**src/rtl/ecu_pkg.sv**
```systemverilog
package ecu_pkg;

    typedef enum logic [1:0] {
        EDGE_OFF  = 2'b00,
        EDGE_RISE = 2'b01,
        EDGE_FALL = 2'b10,
        EDGE_ANY  = 2'b11
    } edge_sel_e;

    typedef enum logic [1:0] {
        CH_EMPTY = 2'b00,
        CH_HELD  = 2'b01,
        CH_XFER  = 2'b10
    } ch_state_e;

    // control word layout
    localparam int CTL_ESEL_LO = 0;
    localparam int CTL_IEN     = 2;
    localparam int CTL_XEN     = 3;
    localparam int CTL_FLAG    = 4;
    localparam int CTL_OVR     = 5;
    localparam int CTL_HELD    = 6;
    localparam int CTL_BITS    = 7;
    localparam int CTL_WBITS   = 6;

endpackage

```
**src/rtl/ecu_sync_edge.sv**
```systemverilog
module ecu_sync_edge #(
    parameter int STAGES = 2
) (
    input  logic clk,
    input  logic rst_n,
    input  logic pin_i,
    output logic rise_o,
    output logic fall_o
);

    logic [STAGES-1:0] sync_q;
    logic              last_q;

    always_ff @(posedge clk) begin
        if (!rst_n) begin
            sync_q <= '0;
            last_q <= 1'b0;
        end else begin
            sync_q <= {sync_q[STAGES-2:0], pin_i};
            last_q <= sync_q[STAGES-1];
        end
    end

    always_comb begin
        rise_o = sync_q[STAGES-1] & ~last_q;
        fall_o = ~sync_q[STAGES-1] & last_q;
    end

endmodule

```
**src/rtl/ecu_channel.sv**
```systemverilog
module ecu_channel
    import ecu_pkg::*;
#(
    parameter int TB_W = 16
) (
    input  logic                 clk,
    input  logic                 rst_n,
    input  logic                 rise_i,
    input  logic                 fall_i,
    input  logic [TB_W-1:0]      tbase_i,
    input  logic                 ctl_we_i,
    input  logic [CTL_WBITS-1:0] ctl_wdata_i,
    input  logic                 cap_rd_i,
    input  logic                 ack_i,
    output logic [TB_W-1:0]      cap_o,
    output logic [CTL_BITS-1:0]  ctl_o,
    output logic                 evt_o,
    output logic                 req_o,
    output logic                 irq_o
);

    edge_sel_e       esel_q;
    logic            ien_q;
    logic            xen_q;
    logic            flag_q;
    logic            ovr_q;
    logic [TB_W-1:0] cap_q;
    ch_state_e       st_q;
    ch_state_e       st_d;
    logic            evt;
    logic            consume;

    // edge qualification
    always_comb begin
        unique case (esel_q)
            EDGE_OFF:  evt = 1'b0;
            EDGE_RISE: evt = rise_i;
            EDGE_FALL: evt = fall_i;
            EDGE_ANY:  evt = rise_i | fall_i;
            default:   evt = 1'b0;
        endcase
    end

    always_comb consume = cap_rd_i | ((st_q == CH_XFER) & ack_i);

    // state register
    always_ff @(posedge clk) begin
        if (!rst_n) st_q <= CH_EMPTY;
        else        st_q <= st_d;
    end

    // next state
    always_comb begin
        st_d = st_q;
        unique case (st_q)
            CH_EMPTY: begin
                if (evt) st_d = xen_q ? CH_XFER : CH_HELD;
            end
            CH_HELD: begin
                if (evt)          st_d = xen_q ? CH_XFER : CH_HELD;
                else if (consume) st_d = CH_EMPTY;
            end
            CH_XFER: begin
                if (evt)          st_d = xen_q ? CH_XFER : CH_HELD;
                else if (consume) st_d = CH_EMPTY;
            end
            default: st_d = CH_EMPTY;
        endcase
    end

    // capture, configuration and sticky bits
    always_ff @(posedge clk) begin
        if (!rst_n) begin
            cap_q  <= '0;
            esel_q <= EDGE_OFF;
            ien_q  <= 1'b0;
            xen_q  <= 1'b0;
            flag_q <= 1'b0;
            ovr_q  <= 1'b0;
        end else begin
            if (evt) cap_q <= tbase_i;
            if (ctl_we_i) begin
                esel_q <= edge_sel_e'(ctl_wdata_i[CTL_ESEL_LO +: 2]);
                ien_q  <= ctl_wdata_i[CTL_IEN];
                xen_q  <= ctl_wdata_i[CTL_XEN];
            end
            if (evt)                                flag_q <= 1'b1;
            else if (ctl_we_i && !ctl_wdata_i[CTL_FLAG]) flag_q <= 1'b0;
            if (evt && st_q != CH_EMPTY && !consume) ovr_q <= 1'b1;
            else if (ctl_we_i && !ctl_wdata_i[CTL_OVR])  ovr_q <= 1'b0;
        end
    end

    // outputs
    always_comb begin
        cap_o = cap_q;
        evt_o = evt;
        req_o = (st_q == CH_XFER);
        irq_o = flag_q & ien_q;
        ctl_o = '0;
        ctl_o[CTL_ESEL_LO +: 2] = esel_q;
        ctl_o[CTL_IEN]          = ien_q;
        ctl_o[CTL_XEN]          = xen_q;
        ctl_o[CTL_FLAG]         = flag_q;
        ctl_o[CTL_OVR]          = ovr_q;
        ctl_o[CTL_HELD]         = (st_q != CH_EMPTY);
    end

endmodule

```
**src/rtl/ecu_regs.sv**
```systemverilog
module ecu_regs
    import ecu_pkg::*;
#(
    parameter int NCH  = 4,
    parameter int TB_W = 16,
    parameter int AW   = 4
) (
    input  logic [AW-1:0]                     addr_i,
    input  logic                              wr_i,
    input  logic                              rd_i,
    input  logic [NCH-1:0][TB_W-1:0]          cap_i,
    input  logic [NCH-1:0][CTL_BITS-1:0]      ctl_i,
    output logic [NCH-1:0]                    ctl_we_o,
    output logic [NCH-1:0]                    cap_rd_o,
    output logic [TB_W-1:0]                   rdata_o
);

    logic          is_ctl;
    logic [AW-2:0] off;

    always_comb begin
        is_ctl = addr_i[AW-1];
        off    = addr_i[AW-2:0];
    end

    for (genvar g = 0; g < NCH; g++) begin : g_dec
        always_comb begin
            ctl_we_o[g] = wr_i & is_ctl & (int'(off) == g);
            cap_rd_o[g] = rd_i & ~is_ctl & (int'(off) == g);
        end
    end

    always_comb begin
        rdata_o = '0;
        for (int n = 0; n < NCH; n++) begin
            if (int'(off) == n) rdata_o = is_ctl ? TB_W'(ctl_i[n]) : cap_i[n];
        end
    end

endmodule

```
**src/rtl/edge_capture_unit.sv**
```systemverilog
module edge_capture_unit
    import ecu_pkg::*;
#(
    parameter int NCH         = 4,
    parameter int TB_W        = 16,
    parameter int AW          = 4,
    parameter int SYNC_STAGES = 2
) (
    input  logic                 clk,
    input  logic                 rst_n,
    input  logic [TB_W-1:0]      tbase_i,
    input  logic [NCH-1:0]       cap_pin_i,
    input  logic [AW-1:0]        bus_addr_i,
    input  logic                 bus_wr_i,
    input  logic                 bus_rd_i,
    input  logic [CTL_WBITS-1:0] bus_wdata_i,
    output logic [TB_W-1:0]      bus_rdata_o,
    output logic [NCH-1:0]       irq_o,
    output logic [NCH-1:0]       xfer_req_o,
    input  logic [NCH-1:0]       xfer_ack_i
);

    logic [NCH-1:0]                rise_w;
    logic [NCH-1:0]                fall_w;
    logic [NCH-1:0]                evt_w;
    logic [NCH-1:0]                ctl_we_w;
    logic [NCH-1:0]                cap_rd_w;
    logic [NCH-1:0][TB_W-1:0]      cap_w;
    logic [NCH-1:0][CTL_BITS-1:0]  ctl_w;

    for (genvar g = 0; g < NCH; g++) begin : g_ch
        ecu_sync_edge #(.STAGES(SYNC_STAGES)) u_sync (
            .clk    (clk),
            .rst_n  (rst_n),
            .pin_i  (cap_pin_i[g]),
            .rise_o (rise_w[g]),
            .fall_o (fall_w[g])
        );

        ecu_channel #(.TB_W(TB_W)) u_ch (
            .clk         (clk),
            .rst_n       (rst_n),
            .rise_i      (rise_w[g]),
            .fall_i      (fall_w[g]),
            .tbase_i     (tbase_i),
            .ctl_we_i    (ctl_we_w[g]),
            .ctl_wdata_i (bus_wdata_i),
            .cap_rd_i    (cap_rd_w[g]),
            .ack_i       (xfer_ack_i[g]),
            .cap_o       (cap_w[g]),
            .ctl_o       (ctl_w[g]),
            .evt_o       (evt_w[g]),
            .req_o       (xfer_req_o[g]),
            .irq_o       (irq_o[g])
        );
    end

    ecu_regs #(.NCH(NCH), .TB_W(TB_W), .AW(AW)) u_regs (
        .addr_i   (bus_addr_i),
        .wr_i     (bus_wr_i),
        .rd_i     (bus_rd_i),
        .cap_i    (cap_w),
        .ctl_i    (ctl_w),
        .ctl_we_o (ctl_we_w),
        .cap_rd_o (cap_rd_w),
        .rdata_o  (bus_rdata_o)
    );

endmodule

```
**config.mk**
```make
export PLATFORM = sky130hd
export DESIGN_NAME = edge_capture_unit
export DESIGN_NICKNAME = d
export VERILOG_FILES = /design/src/rtl/ecu_pkg.sv /design/src/rtl/ecu_sync_edge.sv /design/src/rtl/ecu_channel.sv /design/src/rtl/ecu_regs.sv /design/src/rtl/edge_capture_unit.sv
export SDC_FILE = /design/constraint.sdc
export NUM_CORES = 1
export LEC_CHECK = 0
export ABC_AREA = 1
export BUFFER_PORTS_ARGS = -buffer_cell sky130_fd_sc_hd__buf_2
export CAP_MARGIN = 20
export CORE_ASPECT_RATIO = 2
export CORE_MARGIN = 5
export CORE_UTILIZATION = 31
export DETAILED_ROUTE_END_ITERATION = 6
export PLACE_DENSITY = 0.5
export SLEW_MARGIN = 20
export SYNTH_ARGS = -nofsm -noshare
export SYNTH_HDL_FRONTEND = slang
export SYNTH_SLANG_ARGS = --single-unit
```
**constraint.sdc**
```tcl
create_clock -name clk -period 1.5 [get_ports clk]
set_input_delay 0.3 -clock clk [delete_from_list [all_inputs] [get_ports clk]]
set_output_delay 0.3 -clock clk [all_outputs]
set_load 0.01 [all_outputs]
```
==> impl_metrics.csv <==
group,metric,value,unit
cts,numCtsBuffers,9,
timing,setup_viol,16,
global_routing,grt_max_degree,43,
pwr,p_sw,0.002247,W
timing,setup_ws,-0.1982,ns
yosys,syn_inst,741,
timing,fin_worst_skew,0.009739,ns
timing,slew_viol_final,0,
cells_and_area,num_antenna_cells,0,
timing,slew_headroom,74.61,%
pwr,p_leak,3.296,nW
cells_and_area,area_growth,45.85,%
cts,cts_num_sinks,108,
yosys,seq_area_frac_synth,41.66,%
hold_path,hp-class,"in -> reg",
yosys,ys_seq_elements,108,
yosys,ys.warnings.count,0,
global_routing,grt_pass1_wl,25930,um
cells_and_area,drive_gt1_share,37.80,%
cts,clkTransAtPathRegs,0.07,ns
timing,rsz0062_at_grt,"yes",
placed_design,place_hpwl,11710,um
floorplan,die_x,101.5,um
floorplan,core,0.01660,sq mm
floorplan,num_io_pins,62,
global_routing,grt-ovfl-total,0,
routing,drc,0,
pwr,combPwrFrac,25.1,%
placed_design,port_buffers,61,
cts,cts_max_level,3,
yosys,synth.avg_cell_area,7.004,sq um
timing,fmax,0.5889,GHz
critical_path,endpoint_kind,"output port",
routing,vias,5302,
critical_path,critPathLaunchType,"register",
timing,period_share,113.2,%
yosys,synth.distinct_cells,25,
routing,drt_iter0_markers,357,
critical_path,worst-path-max-fanout,3,
status,violations,"negative setup slack",
global_routing,gr-usage-all-layers,17.09,%
floorplan,rows,67,
floorplan,die_h,193.0,um
routing,totalWireLength,17960,um
cells_and_area,fillers,1688,
pwr,seqPwrFrac,42.3,%
routing,via_per_inst,4.946,
pwr,swShare,30.66,%
timing,hold_violations,0,
global_routing,grt_antenna_before_repair,0,
critical_path,slowest_stage,"dfxtp_2",
critical_path,crit_arrival,1.40,ns
critical_path,crit_chain,"inv_2, ha_4, o21ai_2, nand2_1, nand4_1, buf_2",
critical_path,cp.required,1.20,ns
timing,hold_slack,0.1178,ns
pwr,p_clk_share,32.6,%
timing,tightest_slew,0.3809,ns
cells_and_area,fin_nets,918,
cts,cts_root_buf,"clkbuf_16",
status,status,"finished with violations",
routing,drt_first_pass_iters,5,
routing,ant_nets,0,
global_routing,grt_pass1_vias,4899,
critical_path,critical_path_class,"reg -> out",
placed_design,dp_slack,-0.2100,ns
yosys,synth_fp_nets,799,
placed_design,globalplace.congestion,0.8178,
floorplan,dieArea,0.01959,sq mm
floorplan,start_util,31.27,%
cts,cts_buffer_depth,2,
job,cap_violations,0,
pwr,ir_worst_vdd,0.5713,mV
cts,cts_tree,"built",
routing,wire_per_inst,16.75,um
cts,ctsHoldBuffers,0,
yosys,syn_area,0.005190,sq mm
cts,clk_latency,0.36,ns
timing,post-route-min-period,1.698,ns
critical_path,cpPeakStageDelay,0.34,ns
pwr,p_int,0.005083,W
timing,final.setup.tns,-1.908,ns
pwr,p_per_area,968.3,mW/mm^2
[cells in the final DEF (no fill, tap or decap), types with 9 or more instances in the layout]
master       n
o21ai_2     23
ha_1         9
nand2_4      9
nand3_1     31
dfxtp_1     80
buf_12      12
o21ai_1     14
o21ai_0     71
a21oi_2     10
clkbuf_16   14
nor2_1      72
buf_2       53
buf_4       51
buf_6       22
dfxtp_2     27
inv_1       78
nand2_1    107
a21oi_1     64
nand2_2     20
ha_4        11
inv_2       21
[critical path, delay by kind of cell, from the launching register on]
family / cells / cell delay [ns]
adders and majority gates: 1 / 0.17
DFF: 1 / 0.34
buffers and inverters: 2 / 0.22
AOI/OAI and AO/OA: 1 / 0.11
and+or+nand+nor: 2 / 0.21
[sequential cells by signal, indices dropped and copies added (netlist names)]
signal,cells
g_ch.u_ch.cap_o,64
g_ch.u_ch.esel_q,8
g_ch.u_ch.st_q,8
g_ch.u_sync.sync_q,8
g_ch.u_ch.flag_q,4
g_ch.u_ch.ien_q,4
g_ch.u_ch.ovr_q,4
g_ch.u_ch.xen_q,4
g_ch.u_sync.last_q,4
[per-layer routing]
metal  global-route usage [%]  part of all wire (%)  vias to the layer above
met5                        0                     0                        -
met4                    5.120                   2.3                        0
met3                    2.881                   4.9                       28
met2                    29.34                    51                      138
met1                    21.70                    42                     2501
li1                         -                     -                     2635
[through the flow]
step / std cells / cell area, sq um / power, W / util [%]
finish: 1072 / 7570 / 0.007330 / 45.61
global route: 1072 / 7570 / 0.007743 / 45.61
CTS: 1058 / 6909 / 0.007174 / 41.63
detailed placement: 1024 / 6070 / 0.004463 / 36.57
global placement: 1024 / 6070 / 0.004445 / 36.57
floorplan: 741 / 5190 / 0.003978 / -
[kinds of logic after synthesis]
group / after synthesis / share of synthesized area [%]
fa+ha+maj: 20 / 4.822
compound gates: 202 / 20.44
buf+inv: 143 / 11.55
simple gates: 268 / 21.53
flops: 108 / 41.66
[cell usage after synthesis]
library cell	number	area share, %
a21o_1	2	0.29
a21oi_1	79	7.6
buf_1	1	0.072
buf_2	15	1.4
buf_4	9	1.3
buf_6	1	0.22
clkbuf_1	14	1.0
dfxtp_1	108	42
ha_1	20	4.8
inv_1	100	7.2
inv_2	2	0.14
inv_4	1	0.12
nand2_1	126	9.1
nand2_2	11	1.3
nand2_4	1	0.22
nand3_1	36	3.5
nand4_1	3	0.36
nor2_1	86	6.2
nor2_4	1	0.22
nor3_1	3	0.29
nor3_4	1	0.31
o2111ai_1	6	1.0
o21ai_0	108	10
o21ai_1	1	0.096
o221ai_1	6	1.0
[cell type report]
type / count / area [sq um] / share of cell area (%)
Tap cell: 207 / 259.0 / 3.421
Clock inverter: 5 / 42.54 / 0.5620
Inverter: 103 / 401.6 / 5.306
Timing Repair Buffer: 147 / 1334 / 17.62
Multi-Input combinational cell: 491 / 3080 / 40.69
Sequential cell: 108 / 2200 / 29.06
Clock buffer: 11 / 252.7 / 3.339
[power groups by stage]
stage               clock, W  sequential (W)  combinational [W]
finish               0.00239         0.00310            0.00184
global placement           0         0.00314            0.00131
detailed placement         0         0.00315            0.00132
floorplan                  0         0.00313           0.000850
CTS                  0.00245         0.00310            0.00163
global route         0.00256         0.00312            0.00207
[worst paths after layout]
check | endpoint | depth (start not counted) | slack, ns | from
hold reg to reg | g_ch[2].u_sync.sync_q[1]$_SDFF_PN0_ | 2 | 0.41 | g_ch[2].u_sync.sync_q[0]$_SDFF_PN0_
hold / removal | g_ch[2].u_sync.sync_q[0]$_SDFF_PN0_ | 3 | 0.12 | cap_pin_i[2]
setup / recovery | bus_rdata_o[6] | 6 | -0.20 | g_ch[0].u_ch.st_q[0]$_SDFFE_PN0P_
setup reg to reg | g_ch[2].u_ch.cap_o[6]$_SDFFE_PN0N_ | 10 | 0.07 | g_ch[2].u_sync.last_q$_SDFF_PN0_
[what timing repair did]
item                                    CTS  global route
setup buffers                            16             7
endpoints found under the setup margin   48            93
gates cloned                              3             7
hold endpoints to repair                  0             0
pin swaps                                38            33
gates resized for setup                 129           141
No activity file was read; power rests on OpenSTA's default activity.
